$ cat config.mk
export PLATFORM = sky130hd
export DESIGN_NAME = pgm_int_complete
export DESIGN_NICKNAME = d
export VERILOG_FILES = /design/src/rtl/pic_pkg.sv /design/src/rtl/pic_classify.sv /design/src/rtl/pic_seq.sv /design/src/rtl/pic_save_area.sv /design/src/rtl/pgm_int_complete.sv
export SDC_FILE = /design/constraint.sdc
export NUM_CORES = 1
export LEC_CHECK = 0
export BUFFER_PORTS_ARGS = -buffer_cell sky130_fd_sc_hd__buf_4
export CAP_MARGIN = 20
export CORE_MARGIN = 4
export CORE_UTILIZATION = 50
export CTS_CLUSTER_DIAMETER = 30
export DETAILED_ROUTE_END_ITERATION = 6
export HOLD_SLACK_MARGIN = 0.12
export PLACE_DENSITY_LB_ADDON = 0.25
export SLEW_MARGIN = 0
export SYNTH_ARGS = -nofsm -noshare
export SYNTH_HDL_FRONTEND = slang
export SYNTH_HIERARCHICAL = 1
export SYNTH_SLANG_ARGS = --single-unit
$ cat constraint.sdc
create_clock -name clk -period 7.9 [get_ports clk]
set_input_delay 1.185 -clock clk [delete_from_list [all_inputs] [get_ports clk]]
set_output_delay 1.185 -clock clk [all_outputs]
set_load 0.005 [all_outputs]
$ cat src/rtl/pic_pkg.sv
package pic_pkg;
  localparam int CODE_W   = 16;
  localparam int SLOT_CNT = 10;
  localparam int SLOT_W   = $clog2(SLOT_CNT);
  localparam int STEP_CNT = 8;
  localparam int STEP_W   = $clog2(STEP_CNT);

  typedef logic [CODE_W-1:0] code_t;

  // interruption codes
  localparam code_t IC_OPER    = 16'h0001;
  localparam code_t IC_PRIV    = 16'h0002;
  localparam code_t IC_EXEC    = 16'h0003;
  localparam code_t IC_PROT    = 16'h0004;
  localparam code_t IC_ADDR    = 16'h0005;
  localparam code_t IC_SPEC    = 16'h0006;
  localparam code_t IC_DATA    = 16'h0007;
  localparam code_t IC_FXOVF   = 16'h0008;
  localparam code_t IC_FXDIV   = 16'h0009;
  localparam code_t IC_DCOVF   = 16'h000A;
  localparam code_t IC_DCDIV   = 16'h000B;
  localparam code_t IC_HEXOVF  = 16'h000C;
  localparam code_t IC_HEXUNF  = 16'h000D;
  localparam code_t IC_HSIG    = 16'h000E;
  localparam code_t IC_HDIV    = 16'h000F;
  localparam code_t IC_SEGX    = 16'h0010;
  localparam code_t IC_PAGEX   = 16'h0011;
  localparam code_t IC_XSPEC   = 16'h0012;
  localparam code_t IC_SPOP    = 16'h0013;
  localparam code_t IC_OPND    = 16'h0015;
  localparam code_t IC_HSQRT   = 16'h001D;
  localparam code_t IC_PCXSPEC = 16'h001F;
  localparam code_t IC_ALSPEC  = 16'h0028;
  localparam code_t IC_ASCTYPE = 16'h0038;
  localparam code_t IC_RGN1X   = 16'h0039;
  localparam code_t IC_RGN2X   = 16'h003A;
  localparam code_t IC_RGN3X   = 16'h003B;
  localparam code_t IC_MONITOR = 16'h0040;
  localparam code_t IC_EVENT   = 16'h0080;

  // save-area slots
  localparam logic [SLOT_W-1:0] SLOT_OLD_MASK = 4'd0;
  localparam logic [SLOT_W-1:0] SLOT_OLD_ADDR = 4'd1;
  localparam logic [SLOT_W-1:0] SLOT_NEW_MASK = 4'd2;
  localparam logic [SLOT_W-1:0] SLOT_NEW_ADDR = 4'd3;
  localparam logic [SLOT_W-1:0] SLOT_TEC      = 4'd4;
  localparam logic [SLOT_W-1:0] SLOT_EVT_ADDR = 4'd5;
  localparam logic [SLOT_W-1:0] SLOT_EVT_ID   = 4'd6;
  localparam logic [SLOT_W-1:0] SLOT_ILEN     = 4'd7;
  localparam logic [SLOT_W-1:0] SLOT_CODE     = 4'd8;
  localparam logic [SLOT_W-1:0] SLOT_BEA      = 4'd9;

  // write steps, in issue order
  localparam int STEP_EVT_ADDR = 0;
  localparam int STEP_EVT_ID   = 1;
  localparam int STEP_TEC      = 2;
  localparam int STEP_ILEN     = 3;
  localparam int STEP_CODE     = 4;
  localparam int STEP_OMASK    = 5;
  localparam int STEP_OADDR    = 6;
  localparam int STEP_BEA      = 7;

  typedef enum logic [2:0] {
    ST_IDLE, ST_ADJUST, ST_STORE, ST_LOAD_NEW, ST_DONE
  } state_e;

  typedef enum logic [1:0] {
    CLS_NONE, CLS_XLATE, CLS_PROT, CLS_COMPLETE
  } cls_e;

  function automatic cls_e classify_code(input code_t c);
    cls_e r;
    case (c)
      IC_SEGX, IC_PAGEX, IC_ASCTYPE, IC_RGN1X, IC_RGN2X, IC_RGN3X:
        r = CLS_XLATE;
      IC_PROT:
        r = CLS_PROT;
      IC_OPER, IC_PRIV, IC_EXEC, IC_ADDR, IC_SPEC, IC_DATA,
      IC_FXOVF, IC_FXDIV, IC_DCOVF, IC_DCDIV, IC_HEXOVF, IC_HEXUNF,
      IC_HSIG, IC_HDIV, IC_XSPEC, IC_SPOP, IC_OPND, IC_HSQRT,
      IC_PCXSPEC, IC_ALSPEC, IC_MONITOR:
        r = CLS_COMPLETE;
      default:
        r = CLS_NONE;
    endcase
    return r;
  endfunction

  function automatic logic len_is_legal(input code_t c, input logic [7:0] len);
    logic even_ok;
    even_ok = (len == 8'd2) || (len == 8'd4) || (len == 8'd6);
    return even_ok || ((len == 8'd0) && (c == IC_SPEC));
  endfunction

  function automatic code_t merge_event(input code_t c, input logic pend);
    return pend ? (c | IC_EVENT) : c;
  endfunction

  function automatic logic [SLOT_W-1:0] step_to_slot(input logic [STEP_W-1:0] s);
    logic [SLOT_W-1:0] r;
    case (int'(s))
      STEP_EVT_ADDR: r = SLOT_EVT_ADDR;
      STEP_EVT_ID:   r = SLOT_EVT_ID;
      STEP_TEC:      r = SLOT_TEC;
      STEP_ILEN:     r = SLOT_ILEN;
      STEP_CODE:     r = SLOT_CODE;
      STEP_OMASK:    r = SLOT_OLD_MASK;
      STEP_OADDR:    r = SLOT_OLD_ADDR;
      default:       r = SLOT_BEA;
    endcase
    return r;
  endfunction

  // lowest enabled step at or above 'from'; MSB flags a hit
  function automatic logic [STEP_W:0] seek_step(input logic [STEP_CNT-1:0] mask,
                                                input int from);
    logic [STEP_W:0] r;
    r = '0;
    for (int i = STEP_CNT - 1; i >= 0; i--) begin
      if (mask[i] && (i >= from)) r = {1'b1, STEP_W'(i)};
    end
    return r;
  endfunction
endpackage

$ cat src/rtl/pic_classify.sv
module pic_classify
  import pic_pkg::*;
#(
  parameter int LEN_W = 3
) (
  input  logic [CODE_W-1:0] code,
  input  logic [LEN_W-1:0]  len,
  output logic              advance,
  output logic              keep_tec,
  output logic              len_bad
);
  cls_e cls;

  always_comb begin
    cls      = classify_code(code);
    advance  = (cls == CLS_PROT) || (cls == CLS_COMPLETE);
    keep_tec = (cls == CLS_PROT) || (cls == CLS_XLATE);
    len_bad  = !len_is_legal(code, 8'(len));
  end
endmodule

$ cat src/rtl/pic_seq.sv
module pic_seq
  import pic_pkg::*;
(
  input  logic                clk,
  input  logic                rst_n,
  input  logic                start,
  input  logic [STEP_CNT-1:0] step_mask,
  output state_e              state,
  output logic [STEP_W-1:0]   step,
  output logic                accept,
  output logic                store_we,
  output logic                busy,
  output logic                done
);
  state_e            state_q;
  logic [STEP_W-1:0] step_q;
  logic [STEP_W:0]   first_hit;
  logic [STEP_W:0]   next_hit;

  always_comb begin
    first_hit = seek_step(step_mask, 0);
    next_hit  = seek_step(step_mask, int'(step_q) + 1);
  end

  assign state    = state_q;
  assign step     = step_q;
  assign busy     = (state_q != ST_IDLE);
  assign accept   = start && (state_q == ST_IDLE);
  assign store_we = (state_q == ST_STORE);
  assign done     = (state_q == ST_DONE);

  always_ff @(posedge clk or negedge rst_n) begin
    if (!rst_n) begin
      state_q <= ST_IDLE;
      step_q  <= '0;
    end else begin
      case (state_q)
        ST_IDLE: if (start) state_q <= ST_ADJUST;
        ST_ADJUST: begin
          step_q  <= first_hit[STEP_W-1:0];
          state_q <= first_hit[STEP_W] ? ST_STORE : ST_LOAD_NEW;
        end
        ST_STORE: begin
          if (next_hit[STEP_W]) step_q <= next_hit[STEP_W-1:0];
          else                  state_q <= ST_LOAD_NEW;
        end
        ST_LOAD_NEW: state_q <= ST_DONE;
        default:     state_q <= ST_IDLE;
      endcase
    end
  end
endmodule

$ cat src/rtl/pic_save_area.sv
module pic_save_area #(
  parameter int DATA_W = 64,
  parameter int SLOTS  = 10,
  parameter int IDX_W  = 4
) (
  input  logic              clk,
  input  logic              rst_n,
  input  logic              we,
  input  logic [IDX_W-1:0]  widx,
  input  logic [DATA_W-1:0] wdata,
  input  logic [IDX_W-1:0]  ridx_a,
  output logic [DATA_W-1:0] rdata_a,
  input  logic [IDX_W-1:0]  ridx_b,
  output logic [DATA_W-1:0] rdata_b
);
  logic [DATA_W-1:0] mem [SLOTS];

  for (genvar g = 0; g < SLOTS; g++) begin : g_slot
    always_ff @(posedge clk or negedge rst_n) begin
      if (!rst_n)                           mem[g] <= '0;
      else if (we && (widx == IDX_W'(g)))   mem[g] <= wdata;
    end
  end

  assign rdata_a = (ridx_a < IDX_W'(SLOTS)) ? mem[ridx_a] : '0;
  assign rdata_b = (ridx_b < IDX_W'(SLOTS)) ? mem[ridx_b] : '0;
endmodule

$ cat src/rtl/pgm_int_complete.sv
module pgm_int_complete
  import pic_pkg::*;
#(
  parameter int DATA_W = 64,
  parameter int ADDR_W = 64,
  parameter int LEN_W  = 3
) (
  input  logic                clk,
  input  logic                rst_n,
  input  logic                start,
  input  logic [15:0]         code_i,
  input  logic [LEN_W-1:0]    ilen_i,
  input  logic [DATA_W-1:0]   psw_mask_i,
  input  logic [ADDR_W-1:0]   psw_addr_i,
  input  logic [15:0]         evt_id_i,
  input  logic [ADDR_W-1:0]   evt_addr_i,
  input  logic [DATA_W-1:0]   tec_i,
  input  logic [ADDR_W-1:0]   bea_i,
  input  logic                pre_we,
  input  logic [3:0]          pre_idx,
  input  logic [DATA_W-1:0]   pre_data,
  output logic                busy,
  output logic                done,
  output logic                evt_ack,
  output logic                len_err,
  output logic [ADDR_W-1:0]   old_addr_o,
  output logic [15:0]         final_code_o,
  output logic [LEN_W-1:0]    ilen_o,
  output logic                sa_we,
  output logic [3:0]          sa_idx,
  output logic [DATA_W-1:0]   sa_wdata,
  output logic [DATA_W-1:0]   psw_mask_o,
  output logic [ADDR_W-1:0]   psw_addr_o
);
  // captured request
  logic [15:0]       cap_code;
  logic [LEN_W-1:0]  cap_len;
  logic [DATA_W-1:0] cap_mask;
  logic [ADDR_W-1:0] cap_addr;
  logic [15:0]       cap_evt_id;
  logic [ADDR_W-1:0] cap_evt_addr;
  logic [DATA_W-1:0] cap_tec;
  logic [ADDR_W-1:0] cap_bea;

  // named internal events
  logic                accept_w;
  logic                advance_w;
  logic                keep_tec_w;
  logic                len_bad_w;
  logic                evt_pend_w;
  logic                store_we_w;
  logic [STEP_W-1:0]   step_w;
  logic [STEP_CNT-1:0] step_mask_w;
  logic [SLOT_W-1:0]   slot_w;
  logic [DATA_W-1:0]   seq_wdata_w;
  state_e              state_w;

  logic [ADDR_W-1:0] old_addr_q;
  logic [15:0]       final_code_q;
  logic              len_err_q;
  logic [DATA_W-1:0] psw_mask_q;
  logic [ADDR_W-1:0] psw_addr_q;

  logic              rf_we;
  logic [3:0]        rf_widx;
  logic [DATA_W-1:0] rf_wdata;
  logic [DATA_W-1:0] new_mask_w;
  logic [DATA_W-1:0] new_addr_w;

  function automatic logic [ADDR_W-1:0] step_addr(input logic [ADDR_W-1:0] a,
                                                  input logic [LEN_W-1:0]  l,
                                                  input logic              adv);
    return adv ? (a + ADDR_W'(l)) : a;
  endfunction

  pic_classify #(.LEN_W(LEN_W)) u_cls (
    .code     (cap_code),
    .len      (cap_len),
    .advance  (advance_w),
    .keep_tec (keep_tec_w),
    .len_bad  (len_bad_w)
  );

  assign evt_pend_w = |cap_evt_id;

  always_comb begin
    step_mask_w                = '1;
    step_mask_w[STEP_EVT_ADDR] = evt_pend_w;
    step_mask_w[STEP_EVT_ID]   = evt_pend_w;
    step_mask_w[STEP_TEC]      = keep_tec_w;
  end

  pic_seq u_seq (
    .clk       (clk),
    .rst_n     (rst_n),
    .start     (start),
    .step_mask (step_mask_w),
    .state     (state_w),
    .step      (step_w),
    .accept    (accept_w),
    .store_we  (store_we_w),
    .busy      (busy),
    .done      (done)
  );

  always_ff @(posedge clk or negedge rst_n) begin
    if (!rst_n) begin
      cap_code     <= '0;
      cap_len      <= '0;
      cap_mask     <= '0;
      cap_addr     <= '0;
      cap_evt_id   <= '0;
      cap_evt_addr <= '0;
      cap_tec      <= '0;
      cap_bea      <= '0;
    end else if (accept_w) begin
      cap_code     <= code_i;
      cap_len      <= ilen_i;
      cap_mask     <= psw_mask_i;
      cap_addr     <= psw_addr_i;
      cap_evt_id   <= evt_id_i;
      cap_evt_addr <= evt_addr_i;
      cap_tec      <= tec_i;
      cap_bea      <= bea_i;
    end
  end

  always_ff @(posedge clk or negedge rst_n) begin
    if (!rst_n) begin
      old_addr_q   <= '0;
      final_code_q <= '0;
      len_err_q    <= 1'b0;
    end else if (state_w == ST_ADJUST) begin
      old_addr_q   <= step_addr(cap_addr, cap_len, advance_w);
      final_code_q <= merge_event(cap_code, evt_pend_w);
      len_err_q    <= len_bad_w;
    end
  end

  assign slot_w = step_to_slot(step_w);

  always_comb begin
    case (slot_w)
      SLOT_EVT_ADDR: seq_wdata_w = DATA_W'(cap_evt_addr);
      SLOT_EVT_ID:   seq_wdata_w = DATA_W'(cap_evt_id);
      SLOT_TEC:      seq_wdata_w = cap_tec;
      SLOT_ILEN:     seq_wdata_w = DATA_W'(cap_len);
      SLOT_CODE:     seq_wdata_w = DATA_W'(final_code_q);
      SLOT_OLD_MASK: seq_wdata_w = cap_mask;
      SLOT_OLD_ADDR: seq_wdata_w = DATA_W'(old_addr_q);
      SLOT_BEA:      seq_wdata_w = DATA_W'(cap_bea);
      default:       seq_wdata_w = '0;
    endcase
  end

  // sequence writes own the port; preload only while idle
  assign rf_we    = store_we_w || (pre_we && !busy);
  assign rf_widx  = store_we_w ? slot_w : pre_idx;
  assign rf_wdata = store_we_w ? seq_wdata_w : pre_data;

  pic_save_area #(.DATA_W(DATA_W), .SLOTS(SLOT_CNT), .IDX_W(SLOT_W)) u_sa (
    .clk     (clk),
    .rst_n   (rst_n),
    .we      (rf_we),
    .widx    (rf_widx),
    .wdata   (rf_wdata),
    .ridx_a  (SLOT_NEW_MASK),
    .rdata_a (new_mask_w),
    .ridx_b  (SLOT_NEW_ADDR),
    .rdata_b (new_addr_w)
  );

  always_ff @(posedge clk or negedge rst_n) begin
    if (!rst_n) begin
      psw_mask_q <= '0;
      psw_addr_q <= '0;
    end else if (state_w == ST_LOAD_NEW) begin
      psw_mask_q <= new_mask_w;
      psw_addr_q <= new_addr_w[ADDR_W-1:0];
    end
  end

  assign evt_ack      = done && evt_pend_w;
  assign len_err      = len_err_q;
  assign old_addr_o   = old_addr_q;
  assign final_code_o = final_code_q;
  assign ilen_o       = cap_len;
  assign sa_we        = store_we_w;
  assign sa_idx       = slot_w;
  assign sa_wdata     = seq_wdata_w;
  assign psw_mask_o   = psw_mask_q;
  assign psw_addr_o   = psw_addr_q;
endmodule

### Word-level counts from Yosys, hierarchy flattened

Memories as Yosys holds them, arrays and structs flattened.
Cells that the tools add are included.

* memories: 1
* output and inout port bits: 284
* input bits: 427
* bits in registers: 698
* ROM bits: 256
* logic and storage cells: 107

* order comparisons: 8
* $add $sub $neg: 2
* equal/unequal tests: 29
* muxes and demuxes: 23
* reductions and logical operators: 27

Memories
* (no name shown): depth 128, width 2, rd ports 1, clocked after memory_dff 0, write ports 0, line pic_pkg.sv:73 `case (c)`

Operators with widths (number)
* $pmux W64 S8: 1
* $ge A4 B32 Y1 const A: 4
* $mux W64: 2
* $add A64 B3 Y64: 1
* $ge A3 B32 Y1 const A: 2
* $mux W4: 10
* $ge A1 B32 Y1 const A: 1
* $ge A2 B32 Y1 const A: 1
* $pmux W4 S7: 1
* $eq A3 B3 Y1 const B: 6
* $eq A16 B3 Y1 const B: 1
* $eq A4 B3 Y1 const B: 4
* $reduce_or A16 Y1: 1
* $eq A3 B2 Y1 const B: 5
* $pmux W3 S4: 1
* $logic_and A1 B1 Y1: 9
* $logic_not A3 Y1: 3
* $logic_not A9 Y1: 1
* $mux W3: 3
* $eq A4 B2 Y1 const B: 2
* $eq A4 B4 Y1 const B: 2
* $mux W8: 1
* $eq A3 B1 Y1 const B: 2
* $logic_or A1 B1 Y1: 6
* 14 further kinds: 19

### Longest topological paths before layout

* word-level depth: 12
* depth in mapped cells: 13
* gate-level depth less buffers: 11

### Modules after synthesis

Netlist, hierarchy kept.

By module, submodules not included
* pic_save_area: sequential area each 16015.4 µm², cells each 2669, times used 1, area each 34409.3 µm²
* pgm_int_complete: sequential area each 14113.5 µm², cells each 1962, times used 1, area each 25574.5 µm²
* pic_seq: sequential area each 150.1 µm², cells each 79, times used 1, area each 645.6 µm²
* pic_classify: sequential area each 0.0 µm², cells each 35, times used 1, area each 221.5 µm²

### Worst setup path before layout

No wires, ideal clock.

* kind: register to register
* start: register u_seq.state_q[0] (netlist: u_seq/state[0])
* end: register u_sa/mem[323] (netlist name)
* library setup time: 125 ps
* setup slack: 4680 ps
* data arrival time: 3095 ps
* cell stages (with the launch flop): 11
* required time: 7775 ps
* path buffers: 4
* period minus slack after synthesis: 3220 ps
* path through: dfrtp_1 -> nand2b_1 -> nor2_1 -> clkbuf_1 -> clkbuf_1 -> mux2_2 -> nand3b_2 -> or3_1 -> buf_6 -> buf_12 -> mux2_4

RTL lines
* from (decl): line pic_seq.sv:15 `state_e state_q;`
* from (signal assigned): line pic_seq.sv:41 `state_q <= first_hit[STEP_W] ? ST_STORE : ST_LOAD_NEW;`

### Worst setup path after layout

* start: register u_seq.step_q[2] (netlist: u_seq/step[2])
* end: output port sa_wdata[14]

* cells in the longest elaborated chain, start to end: 4
* elaborated cells on any way between the ends: 17
* classes of those cells: eq/ne: 13; mux: 2; reduce/logical: 2

RTL lines
* from (decl): line pic_seq.sv:16 `logic [STEP_W-1:0] step_q;`
* from (signal assigned): line pic_seq.sv:40 `step_q <= first_hit[STEP_W-1:0];`
* from (signal assigned): line pic_seq.sv:44 `if (next_hit[STEP_W]) step_q <= next_hit[STEP_W-1:0];`
* $eq A3 B3 Y1 (tied with other cells): line pic_pkg.sv:101 `case (int'(s))`
* $pmux W4 S7 *: line pic_pkg.sv:101
* $eq A4 B4 Y1 (tied with other cells): line pgm_int_complete.sv:143 `case (slot_w)`
* $pmux W64 S8 *: line pgm_int_complete.sv:143
* to (decl): line pgm_int_complete.sv:31 `output logic [DATA_W-1:0] sa_wdata,`

Mark *: on every way between the ends. The rest lies on a longest branch, timed or not.

==> results.md <==
- Design Area, Final: 0.0773 sq mm
- Max Cap Violations: 0
- GPL Wtd Cong: 0.984
- Seq/Total Area, Yosys: 49.8%
- Worst R2R Setup Slack: 3330 ps
- Top-count cell post-synth: dfrtp_1
- Hold Crit Class: input port to asynchronous set/reset pin
- Non-Filler Instances: 7295
- Core area: 0.120 sq mm
- RSZ-0062 raised after global routing: no
- Mean Syn Cell Area: 12.8 sq um
- Avg WL per Cell: 29.6 um
- Synth area leader: dfrtp_1
- CTS tree: yes
- Status: finished, final reports clean
- Vias in the first global route: 46300
- GR Util All Layers: 33.3%
- Power density over the cells: 460 mW/mm^2
- Root buf cell: clkbuf_16
- CTS H-tree lvls: 5
- Crit Reg-Reg Startpoint: u_seq/state[0]
- Port bufs: 710
- Arrival @ worst endpoint: 4140 ps
- Chip width: 357 um
- Critical path type: flip-flop to output port
- Area fraction of the dominant cell type after synthesis: 49.8%
- Dpl cells: 6752
- First-pass GRT wire length: 313 mm
- Worst setup path start: u_seq/step[2]
- Post-Syn Instances: 4745
- Reg2Reg Capture Point: u_sa/mem[50]
- Fraction of registers with async set/reset: 100%
- Setup Skew: 43.1 ps
- Final setup viols: 0
- Setup TNS: 0 ps
- Post-synth EDFFs: 0
- Final hold viol count: 0
- Crit end category: output port
- Fin crit period: 5320 ps
- Initial Util: 50.5%
- CTS sink cnt: 1210
- Cts bufs inserted: 297
- Initial antenna violation count: 61
- Critical Path RT: 6710 ps
- Fillers: 9266
- Most instantiated cells after synthesis: 1210 x dfrtp_1, 1123 x mux2_2, 627 x mux2i_1
- Prevailing post-synth register cell: dfrtp_1
- Critical Path End: sa_wdata[14]
- Mapped Area: 0.0609 sq mm
- Die Height: 357 um
- R2R depth: 7
- Final core utilization: 64.2%
- Max incr delay on CP: 970 ps
- Worst Max-Slew Pin Slew: 1190 ps
- Slew HR: 19.8%
- Max clock buf depth: 4
- P_leak: 35.5 nW
- DR vias: 45200
- Total congestion overflow: 0
- IO Count: 711
- DR iter-0 viols: 4415
- DP Wirelength: 140 mm
- Nets@finish: 5879
- CTS-repair resized insts: 0
- Share of layout cells above drive strength 1: 44.6%
- Worst skew pair latency: 870 ps
- Fmax: 188 MHz
- Post-route DRC: 0
- Placed inst area: 0.0670 sq mm
- Final antenna-violating net count: 0
- Startpoint Class: flip-flop
- Postcts setup bufs: 0
- CP max-delay cell: dfrtp_4
- Crit-path max FO: 53
- Final period util: 67.4%
- Worst path cell trace: clkinv_1 > nor2_4 > a21oi_1 > o21ai_0 > buf_4
- Pre-antenna DRT Iters: 5
- Min Hold Slack: 409 ps
- Worst VDD drop: 0.000281 V
- CTS Hold Bufs: 0
- Synth Register Bits: 1210
- Via/cell ratio: 6.20
- Final Routed Wirelength: 216 mm
- Largest net degree at the start of global routing: 305
- Synth top area cells: dfrtp_1 50%, mux2_2 21%, mux2i_1 10%
- # rows: 127
- Area grow syn2layout: 27.0%
- Synth warn: 6
- Distinct cells, synth: 78
- Final Max Tran Viols: 0
- Die area: 0.127 sq mm
- Clk slew on worst S/H paths: 50 ps
worst max-delay path, delay by kind of cell, from the launching register on:
kind                   cells  cell delay (ps)
buffers and inverters      2              810
AOI/OAI and AO/OA          2             1060
DFF                        1              970
and+or+nand+nor            1              440
layer usage:
metal,wire length (um),global-route usage [%],vias up,part of all wire (%)
met2,99300,51.3,2140,46
li1,-,-,19200,-
met4,9800,14.8,38,4.5
met1,87000,43.6,23300,40
met3,19800,9.97,532,9.2
met5,251,0,-,0.12
cells by family after synthesis:
group	share of synthesized area, %
AOI/OAI and AO/OA	7.59
xor gates and xnor gates	0.619
adders and majority gates	0.218
buffers and inverters	3.23
DFF	49.8
muxes	34.5
other	0.0123
and+or+nand+nor	4.09
report_power, final:
part / leakage (nW) / internal (W) / switching [W] / total, W
sequential: 14.9 / 0.00917 / 0.00270 / 0.0119
clock: 4.91 / 0.00863 / 0.00365 / 0.0123
combinational: 15.7 / 0.00582 / 0.00560 / 0.0114
total: 35.5 / 0.0236 / 0.0119 / 0.0356
registers in the layout, summed over array words and instances, names as in the netlist:
signal / cells
cap_tec: 64
cap_evt_id: 16
psw_addr_o: 64
psw_mask_o: 64
cap_evt_addr: 64
cap_bea: 64
cap_addr: 64
cap_mask: 64
u_sa/mem: 640
u_seq/step: 3
cap_code: 16
ilen_o: 3
final_code_o: 16
old_addr_o: 64
u_seq/state: 3
len_err: 1
per-stage QoR:
step / worst slack (ps) / total power (W)
floorplan: 4680 / 0.0182
global placement: 3610 / 0.0225
detailed placement: 3490 / 0.0229
CTS: 2660 / 0.0354
global route: 2520 / 0.0371
finish: 2580 / 0.0356
layout by cell type (no fill, tap or decap), types with 44 or more instances in the layout:
cell type and n:
a221oi_1 59, a22oi_1 103, buf_4 754, clkbuf_16 305, conb_1 46, dfrtp_1 1207, mux2_2 1123, mux2_4 61
mux2i_1 627, mux4_2 44, nand2_1 199, nor2_1 108, o21ai_0 144, o22ai_1 180
how the worst min path moves through the flow:
stage | from | to | slack [ps] | cells after the start
2_1_floorplan | cap_code[14] | final_code_o[14] | 460 | 2
3_3_place_gp | cap_bea[1] | cap_bea[1] | 490 | 1
3_5_place_dp | cap_code[15] | final_code_o[15] | 490 | 2
4_1_cts | rst_n | psw_mask_o[10] | 400 | 1
5_1_grt | rst_n | psw_mask_o[10] | 430 | 1
6_report | rst_n | psw_mask_o[10] | 410 | 1
cell type report:
cell class	count	area, sq um	area share [%]
flip-flops and latches	1210	30300	39.2
multi-input cells	3152	28900	37.4
clock buffers	375	8290	10.7
repair buffers	763	5850	7.57
well taps	1612	2020	2.61
clock inverters	133	1830	2.37
diodes	32	80.1	0.104
inverters	18	67.6	0.0874
Note: power is estimated with default switching activity, not from simulation.
